File: config.mk
export PLATFORM = sky130hd
export DESIGN_NAME = ind_window_bridge
export DESIGN_NICKNAME = d
export VERILOG_FILES = /design/src/rtl/ixw_pkg.sv /design/src/rtl/ixw_decode.sv /design/src/rtl/ixw_ptr_reg.sv /design/src/rtl/ixw_seq.sv /design/src/rtl/ind_window_bridge.sv
export SDC_FILE = /design/constraint.sdc
export NUM_CORES = 1
export LEC_CHECK = 0
export ABC_AREA = 1
export BUFFER_PORTS_ARGS = -buffer_cell sky130_fd_sc_hd__buf_2
export CAP_MARGIN = 25
export CORE_MARGIN = 1.5
export CORE_UTILIZATION = 36
export CTS_CLUSTER_DIAMETER = 100
export DETAILED_ROUTE_END_ITERATION = 7
export SLEW_MARGIN = 20
export SYNTH_ARGS = -nofsm -noshare
export SYNTH_HDL_FRONTEND = slang
export SYNTH_SLANG_ARGS = --single-unit
File: constraint.sdc
create_clock -name clk -period 2.3 [get_ports clk]
set_input_delay 0.345 -clock clk [delete_from_list [all_inputs] [get_ports clk]]
set_output_delay 0.345 -clock clk [all_outputs]
set_load 0.005 [all_outputs]
File: src/rtl/ixw_pkg.sv
package ixw_pkg;

    localparam int DATA_W = 32;

    typedef enum logic [1:0] {
        SEL_NONE,
        SEL_PTR,
        SEL_PORT
    } win_sel_t;

    typedef enum logic [1:0] {
        ST_IDLE,
        ST_WAIT,
        ST_DONE
    } seq_state_t;

endpackage

File: src/rtl/ixw_decode.sv
module ixw_decode
    import ixw_pkg::*;
#(
    parameter int                WIN_AW   = 8,
    parameter logic [WIN_AW-1:0] PTR_OFF  = 8'h40,
    parameter logic [WIN_AW-1:0] PORT_OFF = 8'h44
) (
    input  logic [WIN_AW-1:0] win_addr,
    output win_sel_t          sel
);

    always_comb begin
        sel = SEL_NONE;
        if (win_addr == PTR_OFF) begin
            sel = SEL_PTR;
        end else if (win_addr == PORT_OFF) begin
            sel = SEL_PORT;
        end
    end

endmodule

File: src/rtl/ixw_ptr_reg.sv
module ixw_ptr_reg #(
    parameter int IADDR_W = 19
) (
    input  logic               clk,
    input  logic               rst,
    input  logic               wr_en,
    input  logic [IADDR_W-1:2] wr_word,
    output logic [IADDR_W-1:0] ptr_q
);

    logic [IADDR_W-1:2] word_q;

    always_ff @(posedge clk) begin
        if (rst) begin
            word_q <= '0;
        end else if (wr_en) begin
            word_q <= wr_word;
        end
    end

    assign ptr_q = {word_q, 2'b00};

endmodule

File: src/rtl/ixw_seq.sv
module ixw_seq
    import ixw_pkg::*;
#(
    parameter int                 IADDR_W  = 19,
    parameter logic [IADDR_W-1:0] REG_BASE = 19'h50000
) (
    input  logic               clk,
    input  logic               rst,
    input  logic               host_req,
    input  logic               host_we,
    input  win_sel_t           sel,
    input  logic [DATA_W-1:0]  host_wdata,
    input  logic [IADDR_W-1:0] ptr,
    output logic               ptr_wr_en,
    output logic               host_ack,
    output logic [DATA_W-1:0]  host_rdata,
    output logic               ib_req,
    output logic               ib_we,
    output logic [IADDR_W-1:0] ib_addr,
    output logic [DATA_W-1:0]  ib_wdata,
    input  logic [DATA_W-1:0]  ib_rdata,
    input  logic               ib_ready
);

    localparam int PAD_W = DATA_W - IADDR_W;

    seq_state_t state_q;

    assign ptr_wr_en = (state_q == ST_IDLE) && host_req && host_we && (sel == SEL_PTR);

    always_ff @(posedge clk) begin
        if (rst) begin
            state_q    <= ST_IDLE;
            host_ack   <= 1'b0;
            host_rdata <= '0;
            ib_req     <= 1'b0;
            ib_we      <= 1'b0;
            ib_addr    <= '0;
            ib_wdata   <= '0;
        end else begin
            case (state_q)
                ST_IDLE: begin
                    if (host_req) begin
                        case (sel)
                            SEL_PORT: begin
                                ib_req   <= 1'b1;
                                ib_we    <= host_we;
                                ib_addr  <= ptr + REG_BASE;
                                ib_wdata <= host_wdata;
                                state_q  <= ST_WAIT;
                            end
                            SEL_PTR: begin
                                host_ack <= 1'b1;
                                if (!host_we) host_rdata <= {{PAD_W{1'b0}}, ptr};
                                state_q  <= ST_DONE;
                            end
                            default: begin
                                host_ack <= 1'b1;
                                if (!host_we) host_rdata <= '0;
                                state_q  <= ST_DONE;
                            end
                        endcase
                    end
                end
                ST_WAIT: begin
                    if (ib_ready) begin
                        ib_req   <= 1'b0;
                        host_ack <= 1'b1;
                        if (!ib_we) host_rdata <= ib_rdata;
                        state_q  <= ST_DONE;
                    end
                end
                default: begin
                    host_ack <= 1'b0;
                    state_q  <= ST_IDLE;
                end
            endcase
        end
    end


    ib_hold_chk: assert property (@(posedge clk) disable iff (rst)
        (ib_req && !ib_ready) |=> (ib_req && $stable(ib_addr) && $stable(ib_we) && $stable(ib_wdata)));


    ack_pulse_chk: assert property (@(posedge clk) disable iff (rst)
        host_ack |=> !host_ack);


    ack_after_ready_chk: assert property (@(posedge clk) disable iff (rst)
        (ib_req && ib_ready) |=> (host_ack && !ib_req));


    no_ack_while_busy_chk: assert property (@(posedge clk) disable iff (rst)
        ib_req |-> !host_ack);

endmodule

File: src/rtl/ind_window_bridge.sv
module ind_window_bridge
    import ixw_pkg::*;
#(
    parameter int                 WIN_AW   = 8,
    parameter int                 IADDR_W  = 19,
    parameter logic [WIN_AW-1:0]  PTR_OFF  = 8'h40,
    parameter logic [WIN_AW-1:0]  PORT_OFF = 8'h44,
    parameter logic [IADDR_W-1:0] REG_BASE = 19'h50000
) (
    input  logic               clk,
    input  logic               rst,
    input  logic               host_req,
    input  logic               host_we,
    input  logic [WIN_AW-1:0]  host_addr,
    input  logic [31:0]        host_wdata,
    output logic               host_ack,
    output logic [31:0]        host_rdata,
    output logic               ib_req,
    output logic               ib_we,
    output logic [IADDR_W-1:0] ib_addr,
    output logic [31:0]        ib_wdata,
    input  logic [31:0]        ib_rdata,
    input  logic               ib_ready
);

    win_sel_t           sel;
    logic               ptr_wr_en;
    logic [IADDR_W-1:0] ptr;

    ixw_decode #(
        .WIN_AW  (WIN_AW),
        .PTR_OFF (PTR_OFF),
        .PORT_OFF(PORT_OFF)
    ) u_decode (
        .win_addr(host_addr),
        .sel     (sel)
    );

    ixw_ptr_reg #(
        .IADDR_W(IADDR_W)
    ) u_ptr (
        .clk    (clk),
        .rst    (rst),
        .wr_en  (ptr_wr_en),
        .wr_word(host_wdata[IADDR_W-1:2]),
        .ptr_q  (ptr)
    );

    ixw_seq #(
        .IADDR_W (IADDR_W),
        .REG_BASE(REG_BASE)
    ) u_seq (
        .clk       (clk),
        .rst       (rst),
        .host_req  (host_req),
        .host_we   (host_we),
        .sel       (sel),
        .host_wdata(host_wdata),
        .ptr       (ptr),
        .ptr_wr_en (ptr_wr_en),
        .host_ack  (host_ack),
        .host_rdata(host_rdata),
        .ib_req    (ib_req),
        .ib_we     (ib_we),
        .ib_addr   (ib_addr),
        .ib_wdata  (ib_wdata),
        .ib_rdata  (ib_rdata),
        .ib_ready  (ib_ready)
    );

endmodule

Word level (Yosys, flattened, before mapping)
Cells that the tools add are included.
{ "totals": {"elab_cells": 51, "inputBits": 77, "reg_bits": 105} }
{ "op_classes": {"n_mux": 21, "eq_ne": 11, "n_reduce_logical": 10, "addsub": 1} }
{ "op_table": {"columns": ["cell", "n"], "rows": [
  ["2-to-1 mux 32 bit", 5],
  ["one-hot mux 32 bit (2 select lines)", 2],
  ["adder 19 bit, second input constant", 1],
  ["== test 8 x 7 -> 1 bit, second input constant", 2],
  ["!= test 2 bit, second input constant", 6],
  ["2-to-1 mux 2 bit", 5],
  ["2-to-1 mux 1 bit", 6],
  ["AND reduction 3 bit", 2],
  ["AND reduction 6 bit", 1],
  ["== test 2 x 1 -> 1 bit, second input constant", 2],
  ["one-hot mux 1 bit (2 select lines)", 2],
  ["one-hot mux 2 bit (2 select lines)", 1],
  ["AND reduction 4 bit", 1],
  ["logical AND 1 bit", 3],
  ["== test 2 bit, second input constant", 1],
  ["logical NOT 2 bit", 1],
  ["AND reduction 2 bit", 1],
  ["nonzero test 2 bit", 1]
]} }

Logic depth before layout (Yosys ltp)
Gate-level depths: netlist of the first run.
{ "depth": {"word_depth": 7, "depth_mapped": 9} }

Hierarchy
A second synthesis of the first run with hierarchy kept.
{ "hier_totals": {"cells_unflattened": 645, "area_unflattened_um2": 4444.3} }
{ "by_module_without_submodules": {"columns": ["mod", "area_per_inst_um2", "instances", "cells_per_inst", "seq_area_each_um2"], "rows": [
  ["ixw_seq", 3646.0, 1, 522, 1761.7],
  ["ixw_ptr_reg", 750.7, 1, 111, 340.3],
  ["ixw_decode", 47.5, 1, 12, 0.0]
]} }

Worst setup path before layout of the first run
No wires, ideal clock.
{ "synth_timing": {"kind": "input to register", "from": "input host_addr[0]", "to": "register u_ptr.word_q[10] (netlist bit)", "arrival_time_ns": 1.362, "cell_stages": 7, "path_buffers": 1, "setup_time_ns": 0.113, "slack_ns": 0.824, "path_cell_list": "inv_1 nand2_1 nor3_2 nand3_1 clkbuf_1 nor2_1 nor2_1"} }
{ "synth_between": {"elab_chain_cells": 5, "elab_cells_between_ends": 6, "cone_classes": "eq/ne (3); mux (2); reduce/logical (1)"} }
{ "synth_rtl": {"columns": ["element", "line_no", "text"], "rows": [
  ["start: declaration", "ind_window_bridge.sv:14", "input logic [WIN_AW-1:0] host_addr,"],
  ["== test 8 x 7 -> 1 bit", "ixw_decode.sv:16", "end else if (win_addr == PORT_OFF) begin"],
  ["2-to-1 mux 2 bit", "ixw_decode.sv:16", null],
  ["2-to-1 mux 2 bit (*)", "ixw_decode.sv:14", "if (win_addr == PTR_OFF) begin"],
  ["== test 2 x 1 -> 1 bit (*)", "ixw_seq.sv:29", "assign ptr_wr_en = (state_q == ST_IDLE) && host_req && host_we && (sel == SEL_PTR);"],
  ["logical AND 1 bit (*)", "ixw_seq.sv:29", null],
  ["end signal: assignment", "ixw_ptr_reg.sv:17", "word_q <= wr_word;"],
  ["end: declaration", "ixw_ptr_reg.sv:11", "logic [IADDR_W-1:2] word_q;"]
]} }
Mark *: on every way between the ends. The rest lies on a longest branch, timed or not.
A chain may end at the register's enable or synchronous reset.

Final worst setup path of the first run
{ "layout_timing": {"from": "register u_seq.state_q[1]", "to": "register u_seq.ib_addr[15]"} }
{ "layout_between": {"elab_chain_cells": 2} }
{ "layout_rtl": {"columns": ["element", "line_no", "text"], "rows": [
  ["start: declaration", "ixw_seq.sv:27", "seq_state_t state_q;"],
  ["start signal: assignment", "ixw_seq.sv:33", "state_q <= ST_IDLE;"],
  ["start signal: assignment", "ixw_seq.sv:50", "state_q <= ST_WAIT;"],
  ["start signal: assignment", "ixw_seq.sv:55", "state_q <= ST_DONE;"],
  ["logical NOT 2 bit", "ixw_seq.sv:41", "case (state_q)"],
  ["AND reduction 3 bit (no line)", null, null],
  ["end signal: assignment", "ixw_seq.sv:48", "ib_addr <= ptr + REG_BASE;"],
  ["end: declaration", "ixw_seq.sv:19", "output logic [IADDR_W-1:0] ib_addr,"]
]} }
Every way passes these cells.

==> flow_metrics.py, run 1 <==
metrics = {
    "outcome": {
        "status": "finished clean",
    },
    "die": {
        "die_w_um": 114,
        "die_area_sq_um": 13000,
        "die_h_um": 114,
        "rows": 40,
        "ios": 163,
        "start_util": 0.369,
        "core_sq_um": 12100,
    },
    "sta": {
        "fin_crit_ps": 1700,
        "slew_headroom": 0.656,
        "drv_slew": 0,
        "setup-tns-final_ps": 0,
        "grt_setup_unrepaired": "no",
        "hold_viol_final": 0,
        "fmax_ghz": 0.588,
        "setup-violations-final": 0,
        "worst_pin_slew_ps": 514,
        "worst_slack_ps": 599,
        "period_share": 0.739,
        "skew_ps": 5.13,
    },
    "power_and_ir_drop": {
        "powerDensity_nw_per_um2": 676,
        "total_power_mw": 3.89,
        "p_leak_nw": 3.07,
        "ir_worst_vdd_mv": 0.269,
    },
    "place": {
        "pre_cts_slack_ps": 485,
        "portBuffers": 160,
        "dp_hpwl_mm": 8.15,
        "place_congestion": 0.748,
    },
    "layout": {
        "fin_nets": 909,
        "drive_above_1_share": 0.240,
        "fill_cells": 1307,
        "antenna_cells": 0,
        "syn_to_final_growth_pct": 29.1,
    },
    "critical_path": {
        "path_class": "register to register",
        "reg2reg_depth": 5,
        "slowest_delay_ps": 380,
        "crit_buf_inv": 1,
        "path_cells": "nor2_2, nand4_1, buf_4, o21ai_0, nor2_1",
        "endpoint_kind": "register",
        "worst-path-max-fanout": 33,
        "cpLargestDelayFamily": "simple AND/OR/NAND/NOR gates",
        "worst-path-stages": 5,
        "critPathLaunchType": "register",
        "cp.arrival_ps": 1940,
        "required_ps": 2540,
        "ff2ff_setup_slack_ps": 600,
        "slowest_stage": "dfxtp_1",
    },
    "synthesis": {
        "avgSynthCellArea_sq_um": 6.51,
        "ys_top_cells_by_area": "dfxtp_1 46%, nor2_1 17%, nand2_1 14%",
        "synth-edff-count": 0,
        "ys_ff_latch": 103,
        "syn_inst": 684,
        "synthArstFlopShare": 0,
        "synth_top_area_share": 0.463,
        "synth_largest_area_cell": "dfxtp_1",
        "yosysWarnings": 0,
        "yosys.cell_count.top_type": "nor2_1",
        "seq_area_frac_synth": 0.463,
        "synth_common_cells": "205 x nor2_1, 161 x nand2_1, 103 x dfxtp_1",
        "syn_area_sq_um": 4450,
        "synth_cell_types": 22,
        "synth_ff_type": "dfxtp_1",
    },
    "routing": {
        "wl_per_cell_um": 11.4,
        "drc_errors": 0,
        "viasPerCell": 4.35,
        "wirelength_mm": 11.5,
        "drt.antenna.violating_nets": 0,
        "dr.pass1.iters": 5,
        "drtIter0Drc": 303,
        "via_count": 4371,
    },
    "clocking": {
        "cts.path.max_buffers": 2,
        "cts-buffers-inserted": 9,
        "cts_tree": "built",
        "clk_latency_ps": 340,
        "htreeDepth": 3,
        "clock_sinks": 103,
        "cts_hold_buf": 0,
        "cts_setup_buffers": 0,
        "cts-root-buf": "clkbuf_16",
        "cts.clk_slew.worst_paths_ps": 70,
        "ctsResizeCount": 0,
    },
    "hold_path": {
        "hold_path.class": "input pin to register",
        "whs_path_depth": 2,
    },
    "global_routing": {
        "grt_pass1_wl_mm": 18.7,
        "gr-total-overflow": 0,
        "grt_max_degree": 58,
        "antenna_found_initial": 0,
        "first_global_vias": 3897,
        "grt_util_all_layers": 0.180,
    },
    "flow_run": {
        "max_cap_viol_count": 0,
    },
}
-- registers in the layout (all words and copies together) (netlist names) --
register,count
u_seq.ib_req,1
u_seq.ib_addr,17
u_seq.host_ack,1
u_seq.ib_wdata,32
u_seq.ib_we,1
u_seq.host_rdata,32
u_seq.state_q,2
u_ptr.word_q,17
-- placed cells by master (no fill, tap or decap), drive strengths merged --
master	netlist	layout
nor2	207	207
buf	21	176
nand2	161	161
dfxtp	103	103
inv	77	79
o21ai	50	50
nand3	21	21
nand4	16	16
clkbuf	20	11
a21oi	3	3
conb	1	2
nor3	1	1
a22oi	1	1
xnor2	1	1
ha	1	1
clkinv	0	1
bufinv	0	1
clkinvlp	0	1
-- layer usage --
layer  GRT usage  part of all wire  vias up
met3      0.0445             0.066       13
met5           0                 0        -
met2       0.285              0.44      130
met4      0.0725             0.016        0
li1            -                 -     2351
met1       0.236              0.48     1877
-- final cells by class --
| cell class | instances | area (sq um) | share of cell area |
|---|---|---|---|
| Multi-Input combinational cell | 464 | 1930 | 0.335 |
| Inverter | 77 | 289 | 0.0503 |
| Sequential cell | 103 | 2060 | 0.358 |
| Clock buffer | 11 | 253 | 0.0439 |
| Timing Repair Buffer | 176 | 946 | 0.164 |
| Tap cell | 168 | 210 | 0.0365 |
| Clock inverter | 5 | 63.8 | 0.0111 |
-- where the power goes --
| part | internal (mW) | switching, mW |
|---|---|---|
| Clock | 0.914 | 0.697 |
| Combinational | 0.179 | 0.233 |
| Sequential | 1.84 | 0.0295 |
| Total | 2.93 | 0.960 |
-- worst paths after layout --
check                                                    from                             end
worst max-delay path            u_seq.state_q[1]$_SDFFE_PP0P_  u_seq.ib_addr[15]$_SDFFE_PP0P_
worst min-delay path                                      rst   u_seq.state_q[0]$_SDFFE_PP0P_
worst max register to register  u_seq.state_q[1]$_SDFFE_PP0P_  u_seq.ib_addr[15]$_SDFFE_PP0P_
worst min register to register    u_seq.host_ack$_SDFFE_PP0P_     u_seq.host_ack$_SDFFE_PP0P_
-- metrics by stage --
step | cells | utilization | hold WS [ps] | area, sq um
after floorplan | 685 | - | 414 | 4460
after global placement | 988 | 0.451 | 457 | 5440
after detailed placement | 988 | 0.451 | 466 | 5440
after CTS | 1004 | 0.477 | 218 | 5750
after global routing | 1004 | 0.477 | 231 | 5750
final | 1004 | 0.477 | 235 | 5750
-- cell families after synthesis --
family | Yosys count | synth area share
other | 1 | 0.000842
flip-flops | 103 | 0.463
AO/OA/AOI/OAI | 54 | 0.0624
adder cells (fa/ha/maj) | 1 | 0.00281
buffers and inverters | 118 | 0.107
XOR/XNOR | 1 | 0.00197
AND/OR/NAND/NOR | 406 | 0.362
Note: power is estimated with default switching activity, not from simulation.
==> run 2: changes to the inputs <==
ABC_AREA = 0   (was 1)
clock period = 1.6 ns   (was 2.3 ns; I/O delays follow)
==> run 2 against run 1 <==
  * Critical path type unchanged
  * Power increased by 29%
  * Sequential power increased by 40%
  * Routed wire length increased by 1.2%
  * The run now ends with setup timing left
  * Largest cell class unchanged
==> flow_metrics.py, run 2 <==
metrics = {
    "outcome": {
        "status": "complete, but fails checks",
        "violations": "setup timing",
    },
    "layout": {
        "antenna_cells": 0,
        "top_regs": "u_seq.host_rdata (32), u_seq.ib_wdata (32)",
        "layout_common_cells": "159 x buf_2, 133 x nand2_1, 102 x dfxtp_1",
        "syn_to_final_growth_pct": 32.5,
        "final_cells": 769,
        "drive_above_1_share": 0.362,
        "fin_nets": 702,
        "fill_cells": 1077,
        "final_common_cell": "buf_2",
    },
    "synthesis": {
        "synthArstFlopShare": 0,
        "synth_largest_area_cell": "dfxtp_1",
        "synth_common_cells": "133 x nand2_1, 103 x dfxtp_1, 84 x a21oi_1",
        "synth_ff_type": "dfxtp_1",
        "avgSynthCellArea_sq_um": 8.62,
        "synth-edff-count": 0,
        "ys_top_cells_by_area": "dfxtp_1 50%, nand2_1 12%, a21oi_1 10%",
        "syn_inst": 476,
        "syn_area_sq_um": 4110,
        "yosysWarnings": 0,
        "synth_top_area_share": 0.502,
        "ys_ff_latch": 103,
        "seq_area_frac_synth": 0.502,
        "synth_cell_types": 36,
        "yosys.cell_count.top_type": "nand2_1",
    },
    "critical_path": {
        "cp.arrival_ps": 1870,
        "worst-path-max-fanout": 32,
        "critPathLaunchType": "register",
        "path_class": "register to register",
        "worstSetupStartpoint": "u_seq.state_q[0]$_SDFFE_PP0P_",
        "required_ps": 1860,
        "endpoint_kind": "register",
        "reg2reg_from": "u_seq.state_q[0]$_SDFFE_PP0P_",
    },
    "routing": {
        "dr.pass1.iters": 4,
        "wirelength_mm": 11.6,
        "drt.antenna.violating_nets": 0,
        "wl_per_cell_um": 15.1,
        "via_count": 3933,
        "drtIter0Drc": 271,
        "viasPerCell": 5.11,
        "drc_errors": 0,
    },
    "clocking": {
        "cts_tree": "built",
        "clk_latency_ps": 340,
        "cts-root-buf": "clkbuf_16",
        "cts.path.max_buffers": 2,
        "cts_setup_buffers": 0,
        "htreeDepth": 3,
        "clock_sinks": 103,
        "cts.clk_slew.worst_paths_ps": 70,
        "cts_hold_buf": 0,
        "cts-buffers-inserted": 9,
    },
    "sta": {
        "drv_slew": 0,
        "skew_ps": 9.21,
        "fin_crit_ps": 1610,
        "period_share": 1.01,
        "worst_slack_ps": -11.7,
        "fmax_ghz": 0.620,
        "setup-tns-final_ps": -21.3,
        "setup-violations-final": 2,
        "grt_setup_unrepaired": "yes",
        "hold_viol_final": 0,
    },
    "flow_run": {
        "max_cap_viol_count": 0,
    },
    "die": {
        "die_w_um": 110,
        "die_h_um": 110,
        "rows": 38,
        "ios": 163,
        "die_area_sq_um": 12100,
        "core_sq_um": 11000,
        "start_util": 0.374,
    },
    "place": {
        "place_congestion": 0.838,
        "dp_hpwl_mm": 8.21,
        "portBuffers": 160,
        "place_inst": 752,
    },
    "global_routing": {
        "grt_max_degree": 57,
        "grt_pass1_wl_mm": 18.1,
        "antenna_found_initial": 0,
        "gr-total-overflow": 0,
        "first_global_vias": 3721,
        "grt_util_all_layers": 0.192,
    },
    "power_and_ir_drop": {
        "powerDensity_nw_per_um2": 920,
        "p_leak_nw": 2.19,
        "ir_worst_vdd_mv": 0.427,
    },
    "hold_path": {
        "hold_path.class": "input pin to register",
        "hp-start": "host_wdata[31]",
    },
}
## run 2: changes by cell type in the layout (fill, tap and decap cells not counted), sizes merged, moves of 26 or more
cell	change
inv	-78
nand2	-26
o21ai	-50
a21oi	+81
nor2	-206
## run 2: where the power goes
| part | leakage [nW] | internal [mW] | total, mW | switching [mW] |
|---|---|---|---|---|
| sequential | 0.833 | 2.59 | 2.61 | 0.0180 |
| combinational | 1.22 | 0.165 | 0.354 | 0.189 |
| clock | 0.132 | 1.10 | 2.04 | 0.942 |
| total | 2.19 | 3.85 | 5.00 | 1.15 |
## run 2: logic make-up (layout without fill, tap and decap cells)
logic type / Yosys count / count (layout) / share of synthesized area
AND/OR/NAND/NOR: 184 / 185 / 0.199
AO/OA/AOI/OAI: 140 / 140 / 0.234
flip-flops: 103 / 103 / 0.502
buffers and inverters: 46 / 197 / 0.0588
adder cells (fa/ha/maj): 1 / 1 / 0.00305
other: 1 / 2 / 0.000913
XOR/XNOR: 1 / 1 / 0.00213
## run 2: path summary, 6_finish.rpt
| path | endpoint | slack [ps] | depth (start not counted) |
|---|---|---|---|
| worst max-delay path | u_seq.host_rdata[25]$_SDFFE_PP0P_ | -10 | 5 |
| worst min-delay path | u_seq.ib_wdata[31]$_SDFFE_PP0P_ | 130 | 3 |
| worst max register to register | u_seq.host_rdata[25]$_SDFFE_PP0P_ | -10 | 5 |
| worst min register to register | u_seq.ib_wdata[4]$_SDFFE_PP0P_ | 450 | 2 |
## run 2: what timing repair did
| action | in CTS | in global routing |
|---|---|---|
| cloned | 0 | 1 |
| pin swaps | 2 | 1 |
| resized for setup | 1 | 4 |
| endpoints found under the setup margin | 24 | 31 |
| endpoints found under the hold margin | 0 | 0 |
## run 2: per-stage QoR
stage                util  hold slack (ps)  cell area, sq um  power, mW  setup WS (ps)
floorplan               -              376              4130       2.84           11.2
global placement    0.467              440              5130       3.01          -25.5
detailed placement  0.467              447              5130       3.02          -47.0
CTS                 0.492              124              5410       5.06          -7.15
global route        0.495              135              5440       5.21          -85.7
finish              0.495              133              5440       5.00          -11.7
## run 2: area by class of cell
cell class | count | area (sq um) | area share
clock inverter | 5 | 33.8 | 0.00621
clock buffer | 11 | 243 | 0.0446
tap | 140 | 175 | 0.0322
multi-input combinational | 329 | 1860 | 0.341
inverter | 1 | 3.75 | 0.000690
sequential | 103 | 2060 | 0.379
timing repair buffer | 180 | 1070 | 0.196
## run 2: routing by layer
| metal | global-route usage | vias to the layer above | routed length, um | part of all wire |
|---|---|---|---|---|
| li1 | - | 1942 | - | - |
| met1 | 0.251 | 1847 | 5260 | 0.45 |
| met2 | 0.306 | 129 | 5310 | 0.46 |
| met3 | 0.0599 | 15 | 914 | 0.079 |
| met4 | 0.0519 | 0 | 134 | 0.012 |
| met5 | 0 | - | 0 | 0 |
## run 2: worst max-delay path: stages (launching register included)
cell	delay, ps
dfxtp_2	330
or3b_4	410
a311oi_4	250
buf_12	230
o211ai_1	120
a21oi_1	180
